**config.mk**
```make
export PLATFORM = sky130hd
export DESIGN_NAME = gfx_status_seq
export DESIGN_NICKNAME = d
export VERILOG_FILES = /design/src/rtl/gfx_status_seq.sv
export SDC_FILE = /design/constraint.sdc
export NUM_CORES = 1
export LEC_CHECK = 0
export ABC_AREA = 1
export BUFFER_PORTS_ARGS = -buffer_cell sky130_fd_sc_hd__buf_2
export CAP_MARGIN = 20
export CORE_MARGIN = 1.5
export CORE_UTILIZATION = 38
export CTS_BUF_LIST = sky130_fd_sc_hd__clkbuf_8 sky130_fd_sc_hd__clkbuf_16
export DETAILED_ROUTE_END_ITERATION = 8
export SETUP_SLACK_MARGIN = 0.2
export SYNTH_ARGS = -nofsm -noshare
export SYNTH_HDL_FRONTEND = slang
export SYNTH_SLANG_ARGS = --single-unit
export TNS_END_PERCENT = 1
```
**constraint.sdc**
```tcl
create_clock -name clk -period 4.3 [get_ports clk]
set_clock_uncertainty 0.15 [all_clocks]
set_input_delay 1.075 -clock clk [delete_from_list [all_inputs] [get_ports clk]]
set_output_delay 1.075 -clock clk [all_outputs]
set_load 0.1 [all_outputs]
```
**src/rtl/gfx_status_seq.sv**
```systemverilog
module gfx_status_seq #(
  parameter int DEPTH = 8,
  parameter int LEN_W = 2
) (
  input  logic             clk,
  input  logic             rst,
  input  logic             pipe_n,
  input  logic             req_write,
  input  logic             req_hi,
  input  logic [LEN_W-1:0] req_len,
  input  logic             bus_req,
  input  logic             rbf_n,
  output logic             gnt,
  output logic [2:0]       status,
  output logic             q_full,
  output logic             overflow
);

  localparam int PW = $clog2(DEPTH);
  localparam int CW = $clog2(DEPTH + 1);
  localparam int EW = LEN_W + 1;

  logic [EW-1:0] hi_mem [DEPTH];
  logic [EW-1:0] lo_mem [DEPTH];
  logic [PW-1:0] hi_wr, hi_rd, lo_wr, lo_rd;
  logic [CW-1:0] hi_cnt, lo_cnt;
  logic [CW:0]   total;
  logic [LEN_W-1:0] rem;
  logic first;

  function automatic logic [PW-1:0] nxt(input logic [PW-1:0] p);
    return (p == PW'(DEPTH - 1)) ? '0 : p + 1'b1;
  endfunction

  wire [EW-1:0] hi_head = hi_mem[hi_rd];
  wire [EW-1:0] lo_head = lo_mem[lo_rd];

  assign total  = {1'b0, hi_cnt} + {1'b0, lo_cnt};
  assign q_full = (total == (CW+1)'(DEPTH));

  wire pushing  = !pipe_n && !q_full;
  wire push_hi  = pushing && req_hi;
  wire push_lo  = pushing && !req_hi;
  wire hold     = gnt && (rem != '0);
  wire take_hi  = !hold && (hi_cnt != '0);
  wire take_lo  = !hold && (hi_cnt == '0) && (lo_cnt != '0) && (lo_head[LEN_W] || rbf_n);
  wire give_bus = !hold && (hi_cnt == '0) && (lo_cnt == '0) && bus_req;

  always_ff @(posedge clk) begin
    if (push_hi) hi_mem[hi_wr] <= {req_write, req_len};
    if (push_lo) lo_mem[lo_wr] <= {req_write, req_len};
  end

  always_ff @(posedge clk) begin
    if (rst) begin
      hi_wr <= '0; hi_rd <= '0; lo_wr <= '0; lo_rd <= '0;
      hi_cnt <= '0; lo_cnt <= '0;
      gnt <= 1'b0; status <= 3'b111; rem <= '0; first <= 1'b0;
      overflow <= 1'b0;
    end else begin
      overflow <= !pipe_n && q_full;
      if (push_hi) hi_wr <= nxt(hi_wr);
      if (push_lo) lo_wr <= nxt(lo_wr);
      if (take_hi) hi_rd <= nxt(hi_rd);
      if (take_lo) lo_rd <= nxt(lo_rd);
      hi_cnt <= hi_cnt + CW'(push_hi) - CW'(take_hi);
      lo_cnt <= lo_cnt + CW'(push_lo) - CW'(take_lo);
      if (hold) begin
        rem   <= rem - 1'b1;
        first <= 1'b0;
      end else if (take_hi) begin
        gnt <= 1'b1; status <= {1'b0, hi_head[LEN_W], 1'b1};
        rem <= hi_head[LEN_W-1:0]; first <= 1'b1;
      end else if (take_lo) begin
        gnt <= 1'b1; status <= {1'b0, lo_head[LEN_W], 1'b0};
        rem <= lo_head[LEN_W-1:0]; first <= 1'b1;
      end else if (give_bus) begin
        gnt <= 1'b1; status <= 3'b111; rem <= '0; first <= 1'b1;
      end else begin
        gnt <= 1'b0; status <= 3'b111; rem <= '0; first <= 1'b0;
      end
    end
  end

  assert_no_reserved_R10: assert property (@(posedge clk) disable iff (rst)
    gnt |-> (status[2] == 1'b0 || status == 3'b111));

  assert_count_bound_R3: assert property (@(posedge clk) disable iff (rst)
    total <= (CW+1)'(DEPTH));

  assert_full_holds_R3: assert property (@(posedge clk) disable iff (rst)
    (q_full && !take_hi && !take_lo) |=> q_full);

  assert_lo_read_gate_R7: assert property (@(posedge clk) disable iff (rst)
    (gnt && first && status == 3'b000) |-> $past(rbf_n));

  assert_hi_first_R4: assert property (@(posedge clk) disable iff (rst)
    (gnt && first && status[2] == 1'b0 && status[0] == 1'b0) |-> $past(hi_cnt == '0));

  assert_phase_hold_R6: assert property (@(posedge clk) disable iff (rst)
    (gnt && !first) |-> ($past(gnt) && $stable(status)));

  assert_bus_grant_empty_R9: assert property (@(posedge clk) disable iff (rst)
    (gnt && status == 3'b111) |-> $past(hi_cnt == '0 && lo_cnt == '0 && bus_req));

endmodule

```
# Word-level counts from Yosys, hierarchy flattened
# Memories as Yosys holds them, arrays and structs flattened. A register that Yosys moved wholly into a read port is not among the register bits.
# Cells that the tools add are included.
[word_totals]
n_memories = 2
out_inout_bits = 6
in_bits = 9
ff_bits = 27
mem_bits_rw = 48
elab_cells = 68
[memory_table]
columns = ["name", "depth", "word_bits", "rd", "rd_ports_with_merged_regs", "write_ports", "line", "source"]
rows = [
  ["hi_mem", 8, 3, 1, 1, 1, "23", "logic [EW-1:0] hi_mem [DEPTH];"],
  ["lo_mem", 8, 3, 1, 1, 1, "24", "logic [EW-1:0] lo_mem [DEPTH];"],
]
[classes]
muxes = 20
n_addsub = 10
reduce_logical = 21
n_eq_ne = 5
[op_table]
columns = ["op", "n"]
rows = [
  ["$mux 3", 10],
  ["$add 3x1->3 const B", 4],
  ["$eq 3x3->1 const B", 4],
  ["$logic_and 1x1->1", 11],
  ["$add 4x1->4", 2],
  ["$logic_not 4->1", 2],
  ["$reduce_bool 4->1", 2],
  ["$sub 4x1->4", 2],
  ["$mux 1", 7],
  ["$mux 2", 3],
  ["$add 4x4->5", 1],
  ["$eq 5x4->1 const B", 1],
  ["$logic_not 1->1", 4],
  ["$reduce_bool 2->1", 1],
  ["$sub 2x1->2 const B", 1],
  ["$logic_or 1x1->1", 1],
]

# Logic depth before layout (Yosys ltp)
# Gate-level depths: netlist (run 1).
[depth]
depth_word = 9
ltp_mapped = 16
depth_no_buf = 15

# Worst setup path before layout (run 1)
# OpenSTA, ideal clock, no wires.
[synth_path]
path_kind = "register -> output"
start = "register hi_cnt[0]"
end = "output port q_full"
arrival_ns = 2.063
n_path_buf = 0
path_stages_with_launch = 8
t_required_ns = 3.075
slack_ns = 1.012
path_cell_list = "dfxtp_1 ha_1 fa_1 nor3_1 nand2_1 nor2_1 nand2_4 inv_1"
[synth_via]
elab_chain_cells = 2
[synth_lines]
columns = ["item", "line", "source"]
rows = [
  ["start, declared", "26", "logic [CW-1:0] hi_cnt, lo_cnt;"],
  ["start signal, assigned", "66", "hi_cnt <= hi_cnt + CW'(push_hi) - CW'(take_hi);"],
  ["$add 4x4->5", "38", "assign total = {1'b0, hi_cnt} + {1'b0, lo_cnt};"],
  ["$eq 5x4->1", "39", "assign q_full = (total == (CW+1)'(DEPTH));"],
  ["end, declared", "15", "output logic q_full,"],
]
# Every way passes these cells.

# Final worst setup path (run 1)
[layout_path]
start = "register lo_cnt[0]"
end = "output port q_full"
[layout_via]
elab_chain_cells = 2
[layout_lines]
columns = ["item", "line", "source"]
rows = [
  ["start, declared", "26", ""],
  ["start signal, assigned", "67", "lo_cnt <= lo_cnt + CW'(push_lo) - CW'(take_lo);"],
  ["$add 4x4->5", "38", ""],
  ["$eq 5x4->1", "39", ""],
]
# Every way passes these cells.

==> results of run 1 <==
## metrics by stage
stage | cells | util | total power [mW] | hold WS, ns | setup slack, ns
5_1_grt | 571 | 0.429 | 2.91 | 0.358 | 0.531
6_report | 571 | 0.429 | 2.68 | 0.329 | 0.696
3_3_place_gp | 555 | 0.412 | 2.19 | 0.305 | 1.08
3_5_place_dp | 555 | 0.412 | 2.22 | 0.310 | 1.06
2_1_floorplan | 415 | - | 1.99 | 0.312 | 1.01
4_1_cts | 571 | 0.429 | 2.71 | 0.333 | 0.664
## layout by cell type, fill, tap and decap left out, drive strengths merged
| master | count |
|---|---|
| edfxtp | 48 |
| o211a | 1 |
| or2 | 5 |
| clkinvlp | 2 |
| nand4 | 4 |
| o21ai | 6 |
| ha | 23 |
| nor2 | 49 |
| nand3b | 2 |
| nand3 | 47 |
| xor2 | 1 |
| buf | 14 |
| clkbuf | 9 |
| nand2 | 102 |
| fa | 3 |
| inv | 68 |
| dfxtp | 33 |
| xnor2 | 1 |
| a21oi | 13 |
| nor3 | 2 |
| clkinv | 5 |
## power by group
part           total [mW]  switching, mW  internal, mW
logic                1.12          0.758         0.363
clock network       0.495          0.287         0.208
registers            1.07          0.119         0.949
total                2.68           1.16          1.52
## sequential cells by signal, indices dropped and copies added, names as in the netlist, named ones only
signal / flops
rem: 2
hi_mem: 24
hi_cnt: 4
hi_wr: 3
overflow: 1
gnt: 1
lo_wr: 3
lo_mem: 24
lo_cnt: 4
lo_rd: 3
hi_rd: 3
status: 3
## metal layers
| metal | track usage | part of all wire | up-vias | wire length (um) |
|---|---|---|---|---|
| met4 | 0.0625 | 0.0081 | 0 | 59 |
| li1 | - | - | 1367 | - |
| met3 | 0.0283 | 0.027 | 7 | 198 |
| met1 | 0.184 | 0.48 | 1203 | 3480 |
| met2 | 0.238 | 0.49 | 22 | 3550 |
| met5 | 0 | 0 | - | 0 |
## cell families after synthesis
logic type / Yosys count / share of synthesized area
DFF: 81 / 0.546
xor gates and xnor gates: 2 / 0.00455
AOI/OAI and AO/OA: 20 / 0.0283
and+or+nand+nor: 211 / 0.253
buffers and inverters: 75 / 0.0774
adders and majority gates: 26 / 0.0904
## synth_stat cells (2+ instances only)
library cell / n
sky130_fd_sc_hd__nand3_1: 44
sky130_fd_sc_hd__fa_1: 3
sky130_fd_sc_hd__nand3_4: 2
sky130_fd_sc_hd__inv_2: 6
sky130_fd_sc_hd__o21ai_0: 5
sky130_fd_sc_hd__nand2_4: 2
sky130_fd_sc_hd__or2_4: 2
sky130_fd_sc_hd__buf_2: 4
sky130_fd_sc_hd__nand2_1: 97
sky130_fd_sc_hd__nand4_1: 4
sky130_fd_sc_hd__nand3b_1: 2
sky130_fd_sc_hd__nor2_2: 10
sky130_fd_sc_hd__ha_1: 23
sky130_fd_sc_hd__nor2_1: 38
sky130_fd_sc_hd__nand2_2: 3
sky130_fd_sc_hd__nor3_1: 2
sky130_fd_sc_hd__edfxtp_1: 48
sky130_fd_sc_hd__inv_1: 61
sky130_fd_sc_hd__dfxtp_1: 33
sky130_fd_sc_hd__a21oi_1: 12
## how the worst min path moves through the flow
stage                        endpoint  depth (start not counted)  slack, ns
4_1_cts        status[2]$_SDFFE_PP1N_                          2       0.33
3_3_place_gp   status[2]$_SDFFE_PP1N_                          2       0.31
5_1_grt        status[2]$_SDFFE_PP1N_                          2       0.36
6_report       status[2]$_SDFFE_PP1N_                          2       0.33
2_1_floorplan               flip-flop                          2       0.31
3_5_place_dp   status[2]$_SDFFE_PP1N_                          2       0.31
## worst max-delay path: cells and delay by family (launching register included)
family,cells,cell delay (ns)
adders and majority gates,2,0.61
buffers and inverters,2,0.49
DFF,1,0.38
and+or+nand+nor,4,0.55
## cell type report
type | instances | area share
well taps | 133 | 0.0395
clock inverters | 7 | 0.0107
clock buffers | 9 | 0.0294
multi-input cells | 259 | 0.344
repair buffers | 14 | 0.0166
inverters | 68 | 0.0606
flip-flops and latches | 81 | 0.499
==> PnR_summary.wiki, run 1 <==
{| class="wikitable"
! Metric !! Value
|-
| Via count || 2,599
|-
| Worst path cell trace || ha_1, fa_1, nor3_1, nand2_1, nor2_1, nand2_4, inv_1, buf_2
|-
| Max-Slew Margin vs Limit || 0.599
|-
| Top Ports || 15
|-
| Number of global-route vias before repair || 2,566
|-
| Wire length of the first global-routing pass || 12,200 um
|-
| TritonCTS Sinks || 81
|-
| Cell area reported after detailed placement || 4040 um2
|-
| Startpoint of the tightest hold check path || status[2]$_SDFFE_PP1N_
|-
| Outcome || finished clean
|-
| Setup TNS Final || 0 ns
|-
| Post-synth net total || 450
|-
| Syn Inst Count || 415
|-
| Transition time of the tightest slew-check pin || 0.600 ns
|-
| # Post-CTS Setup Buffers || 0
|-
| Critical Path RT || 3.07 ns
|-
| Total routed wirelength || 7280 um
|-
| Hold buffer count at cts || 0
|-
| DP Wirelength || 5260 um
|-
| Post-synthesis cell type with the largest combined area || sky130_fd_sc_hd__edfxtp_1
|-
| Violation count after the first detailed-route iteration || 70
|-
| Buffer cell driving the clock tree root || sky130_fd_sc_hd__clkbuf_8
|-
| Post-CTS clock slew at the launch and capture registers of the worst setup and hold paths || 0.09 ns
|-
| Post-route standard cell area excluding fillers || 4210 um2
|-
| Residual DRC || 0
|-
| Startpoint type of the worst setup path || flip-flop
|-
| Area of the die || 10,700 um2
|-
| Period Utilization, post-route || 0.838
|-
| Area growth from synthesis to layout || 9.43%
|-
| #FFs+latches synth || 81
|-
| Static power due to leakage || 1.88 nW
|-
| Global placer's final weighted congestion || 0.830
|-
| Ys async rst share || 0
|-
| Hold/Removal Path Class || flip-flop to flip-flop
|-
| GRT Total Usage || 0.144
|-
| Cell type of the slowest stage on the worst timing path || sky130_fd_sc_hd__buf_2
|-
| Detailed-route vias per instance || 4.55
|-
| H-tree depth || 3
|-
| Slowest stage delay, CP || 0.42 ns
|-
| Nets || 468
|-
| Startpoint of the most critical setup path || lo_cnt[0]$_SDFF_PP0_
|-
| Share of post-route cells with drive strength above 1 || 0.130
|-
| Crit Path Max Fanout || 8
|-
| Warning count from the yosys run || 0
|-
| Crit path time final || 3.60 ns
|-
| Arrival time reported for the critical path endpoint || 2.38 ns
|-
| Sequential cell area fraction in the yosys report || 0.546
|-
| Max-slew violations || 0
|-
| Count of flip-flops with a built-in enable after synthesis || 48
|-
| DRT Pass-1 Iters || 4
|-
| Number of endpoints with negative hold slack in the final report || 0
|-
| Start of the worst register-to-register path || lo_cnt[0]$_SDFF_PP0_
|-
| Combined area of the multi-input logic cells || 1450 um2
|-
| Chip Width || 104 um
|-
| Total setup violations reported at the end of the flow || 0
|-
| Number of buffer cells added on primary ports || 14
|-
| Pwr per Cell Area || 637 nW/um2
|-
| Maximum number of pins on one net before global-route repair || 18
|-
| Initial antenna violation count || 0
|-
| Main flop type after synthesis || sky130_fd_sc_hd__edfxtp_1
|-
| Last element of the critical path || q_full
|-
| Source-to-sink clock delay at the later pin of the worst-skew pair || 0.35 ns
|-
| Endpoint of the most critical register-to-register path || hi_cnt[2]$_SDFF_PP0_
|-
| Count of distinct cell types in the synthesized netlist || 34
|-
| Number of cell instances on the worst register-to-register path || 14
|-
| Congestion Overflow GR || 0
|-
| Mapped Area || 3850 um2
|-
| TritonCTS clock tree || yes
|-
| ANT cells || 0
|-
| Die Y-Extent || 104 um
|-
| Std-Cell Rows || 36
|-
| Portion of synthesized cell area occupied by the leading cell type || 0.375
|-
| Number of inserted filler cells in the final layout || 1,010
|-
| PostCTS Resize Cnt || 0
|-
| Most area-consuming cells after synthesis || sky130_fd_sc_hd__edfxtp_1, sky130_fd_sc_hd__dfxtp_1, sky130_fd_sc_hd__nand2_1
|-
| Crit end category || output port
|-
| Post-DRT Antenna Nets || 0
|-
| Clock Tree Buf Depth || 2
|-
| Syn_area_per_cell || 9.27 um2
|-
| Core box area || 9820 um2
|-
| Register area || 2100 um2
|-
| Peak supply drop || 0.208 mV
|-
| Register-to-register setup slack || 1.29 ns
|-
| Starting Density || 0.392
|-
| Crit path kind || flip-flop to output port
|-
| Max cap viols || 0
|-
| Highest Clock Rate || 278 MHz
|-
| Setup repair after global routing missed its margin || no
|-
| TritonCTS Buffers || 9
|-
| Average routed wire per standard cell || 12.8 um
|}
Note: power is estimated with default switching activity, not from simulation.
==> inputs of run 2 (changes only) <==
- ABC_AREA: 1 -> 0
- clock period: 4.3 -> 3.1 ns (I/O delays scaled with it)
==> run 2 against run 1 <==
Clock power increased by 37%. Count of clock-buffer cells in the layout increased by 1. Via count decreased by 20%. Global-route usage decreased by 0.79 points. Non-clock buffer count increased by 20. Combinational power increased by 21%. Design area decreased by 1.3%. Wire length decreased by 14%. Total power increased by 29%. Critical path depth decreased by 2. Worst setup slack got worse by 0.47 ns. Core utilization increased by 2.3 points. Largest power group is now registers. Highest routed layer unchanged.
==> PnR_summary.wiki, run 2 <==
{| class="wikitable"
! Metric !! Value
|-
| Outcome || finished clean
|-
| #FFs+latches synth || 81
|-
| Number of global-route vias before repair || 2,102
|-
| Share of post-route cells with drive strength above 1 || 0.262
|-
| Most frequent cells in the layout || sky130_fd_sc_hd__edfxtp_1, sky130_fd_sc_hd__dfxtp_1, sky130_fd_sc_hd__nor2_1, sky130_fd_sc_hd__buf_4, sky130_fd_sc_hd__ha_1
|-
| Syn_area_per_cell || 13.6 um2
|-
| Met1 Track Usage GR || 0.168
|-
| Starting Density || 0.390
|-
| Detailed-route vias per instance || 5.00
|-
| Biggest registers after layout || hi_mem (24), lo_mem (24)
|-
| Startpoint type of the worst setup path || flip-flop
|-
| Core box area || 9200 um2
|-
| Most repeated cell in the gate-level netlist after synthesis || sky130_fd_sc_hd__edfxtp_1
|-
| Static power due to leakage || 1.57 nW
|-
| Crit path kind || flip-flop to output port
|-
| Max cap viols || 0
|-
| Busiest layer in global routing || met2
|-
| Crit path time final || 2.87 ns
|-
| Source-to-sink clock delay at the later pin of the worst-skew pair || 0.35 ns
|-
| Congestion Overflow GR || 0
|-
| Met3 usage || 0.0279
|-
| Min-Delay Endpoint || status[2]$_SDFFE_PP1N_
|-
| Number of cells in the design after placement || 396
|-
| Hold Path Stages || 1
|-
| Crit path setup slack, layout || 0.225 ns
|-
| Total setup violations reported at the end of the flow || 0
|-
| Post-DRT Antenna Nets || 0
|-
| Initial antenna violation count || 0
|-
| Pwr per Cell Area || 834 nW/um2
|-
| Number of cell instances on the worst register-to-register path || 11
|-
| Crit Path Max Fanout || 3
|-
| Violation count after the first detailed-route iteration || 80
|-
| Post-synthesis cell type with the largest combined area || sky130_fd_sc_hd__edfxtp_1
|-
| Nets || 335
|-
| Mapped Area || 3580 um2
|-
| Number of inserted filler cells in the final layout || 852
|-
| Arrival time reported for the critical path endpoint || 1.95 ns
|-
| Hold/Removal Path Class || flip-flop to flip-flop
|-
| Maximum number of pins on one net before global-route repair || 31
|-
| TritonCTS Buffers || 9
|-
| Period Utilization, post-route || 0.927
|-
| Syn Inst Count || 264
|-
| Std-Cell Rows || 35
|-
| Placement Setup Slack || 0.124 ns
|-
| Portion of synthesized cell area occupied by the leading cell type || 0.402
|-
| TritonCTS clock tree || yes
|-
| Wire length of the first global-routing pass || 10,200 um
|-
| Most area-consuming cells after synthesis || sky130_fd_sc_hd__edfxtp_1, sky130_fd_sc_hd__dfxtp_1, sky130_fd_sc_hd__ha_1
|-
| Ys async rst share || 0
|-
| Residual DRC || 0
|-
| Die Y-Extent || 100 um
|-
| DRT Pass-1 Iters || 4
|-
| Total routed wirelength || 6250 um
|-
| Chip Width || 100 um
|-
| Combined area of the multi-input logic cells || 1430 um2
|-
| Number of buffer cells added on primary ports || 14
|-
| Endpoint of the most critical register-to-register path || hi_cnt[1]$_SDFF_PP0_
|-
| Via count || 2,082
|-
| Average routed wire per standard cell || 15.0 um
|-
| ANT cells || 0
|-
| Highest Clock Rate || 348 MHz
|-
| Post-synth net total || 299
|-
| Global placer's final weighted congestion || 0.778
|-
| CP top delay family || adder cells
|-
| Buffer cell driving the clock tree root || sky130_fd_sc_hd__clkbuf_8
|-
| Most frequent standard cell in the layout excluding fill and tap cells || sky130_fd_sc_hd__edfxtp_1
|-
| Peak supply drop || 0.368 mV
|-
| Setup repair after global routing missed its margin || yes
|-
| Max-Slew Margin vs Limit || 0.631
|-
| Main flop type after synthesis || sky130_fd_sc_hd__edfxtp_1
|-
| Top Ports || 15
|-
| Cell type of the slowest stage on the worst timing path || sky130_fd_sc_hd__fa_1
|-
| Number of endpoints with negative hold slack in the final report || 0
|-
| Startpoint of the tightest hold check path || status[2]$_SDFFE_PP1N_
|-
| Crit end category || output port
|-
| TritonCTS Sinks || 81
|-
| Most numerous cell types in the synthesized netlist || sky130_fd_sc_hd__edfxtp_1, sky130_fd_sc_hd__dfxtp_1, sky130_fd_sc_hd__ha_1, sky130_fd_sc_hd__nor2_1, sky130_fd_sc_hd__inv_1
|-
| Register area || 2110 um2
|-
| Buffer and inverter count on the worst path || 1
|-
| Clock Tree Buf Depth || 2
|-
| Count of distinct cell types in the synthesized netlist || 43
|-
| Hold buffer count at cts || 0
|-
| Start of the worst register-to-register path || lo_cnt[0]$_SDFF_PP0_
|-
| Slowest stage delay, CP || 0.44 ns
|-
| Max-slew violations || 0
|-
| H-tree depth || 3
|-
| Sequential cell area fraction in the yosys report || 0.586
|-
| Register-to-register setup slack || 0.24 ns
|-
| GRT Total Usage || 0.136
|-
| Critical Path RT || 2.17 ns
|-
| DP Wirelength || 4480 um
|-
| Global-route track usage on met2 || 0.227
|-
| Warning count from the yosys run || 0
|-
| Area of the die || 10,000 um2
|-
| Final Non-Filler Cells || 416
|-
| Area growth from synthesis to layout || 15.9%
|-
| Worst path cell trace || ha_4, fa_1, nor3_2, and3_4, and2_4, buf_12
|-
| Transition time of the tightest slew-check pin || 0.550 ns
|-
| Setup TNS Final || 0 ns
|-
| Post-CTS clock slew at the launch and capture registers of the worst setup and hold paths || 0.09 ns
|-
| Count of flip-flops with a built-in enable after synthesis || 48
|}
==> run 2: changes by cell type in the layout (fill, tap and decap cells not counted), moves of 17 or more <==
cell / change
sky130_fd_sc_hd__nor2_1: -18
sky130_fd_sc_hd__buf_4: +20
sky130_fd_sc_hd__nand2_1: -87
sky130_fd_sc_hd__inv_1: -43
sky130_fd_sc_hd__nand3_1: -42
sky130_fd_sc_hd__mux2i_1: +17
==> run 2: where the power goes <==
part	leakage (nW)	internal [mW]	total [mW]	switching, mW
clock	0.0999	0.310	0.680	0.370
combinational	0.769	0.634	1.36	0.722
sequential	0.706	1.28	1.43	0.142
total	1.57	2.23	3.46	1.23
==> run 2: logic make-up after synthesis <==
logic type | share of synthesized area
buf+inv | 0.0311
mux | 0.113
xor+xnor | 0.00977
fa+ha+maj | 0.0970
compound gates | 0.0503
simple gates | 0.112
flops | 0.586
==> run 2: area by class of cell <==
cell class / count / area share
sequential: 81 / 0.508
multi-input combinational: 156 / 0.344
timing repair buffer: 34 / 0.0566
tap: 111 / 0.0334
clock buffer: 10 / 0.0331
inverter: 18 / 0.0163
clock inverter: 6 / 0.00813
==> run 2: worst max path at each step <==
stage / end / depth (start not counted) / slack [ns] / startpoint
after detailed placement: lo_cnt[2]$_SDFF_PP0_ / 12 / 0.12 / lo_cnt[0]$_SDFF_PP0_
after global placement: lo_cnt[2]$_SDFF_PP0_ / 12 / 0.22 / lo_cnt[0]$_SDFF_PP0_
final: q_full / 6 / 0.23 / lo_cnt[0]$_SDFF_PP0_
after floorplan: lo_cnt[2]$_SDFF_PP0_ / 11 / 0.20 / hi_cnt[1]$_SDFF_PP0_
after global routing: hi_cnt[2]$_SDFF_PP0_ / 12 / 0.13 / hi_cnt[0]$_SDFF_PP0_
after CTS: q_full / 6 / 0.18 / lo_cnt[0]$_SDFF_PP0_
==> run 2: worst reg2reg max path, delay by kind of cell, from the launching register on <==
| family | cells | cell delay, ns |
|---|---|---|
| AOI/OAI and AO/OA | 1 | 0.31 |
| adders and majority gates | 5 | 1.58 |
| buffers and inverters | 2 | 0.10 |
| DFF | 1 | 0.34 |
| and+or+nand+nor | 3 | 0.27 |
==> run 2: through the flow <==
stage           util  cell area (um2)  hold WS (ns)  power, mW
2_1_floorplan      -             3620         0.305       2.46
5_1_grt        0.452             4150         0.374       3.71
6_report       0.452             4150         0.337       3.46
3_5_place_dp   0.427             3920         0.315       2.77
3_3_place_gp   0.427             3920         0.295       2.75
4_1_cts        0.450             4140         0.344       3.48
==> run 2: layer usage <==
| metal | vias up | wire, um |
|---|---|---|
| li1 | 1042 | - |
| met3 | 5 | 122 |
| met4 | 0 | 80 |
| met2 | 16 | 3050 |
| met1 | 1019 | 3000 |
| met5 | - | 0 |
==> run 2: what timing repair did <==
| action | in CTS | in global routing |
|---|---|---|
| gates cloned | 0 | 0 |
| gates resized for setup | 5 | 5 |
| setup buffers | 4 | 0 |
| pin swaps | 4 | 2 |
| endpoints found under the setup margin | 7 | 10 |
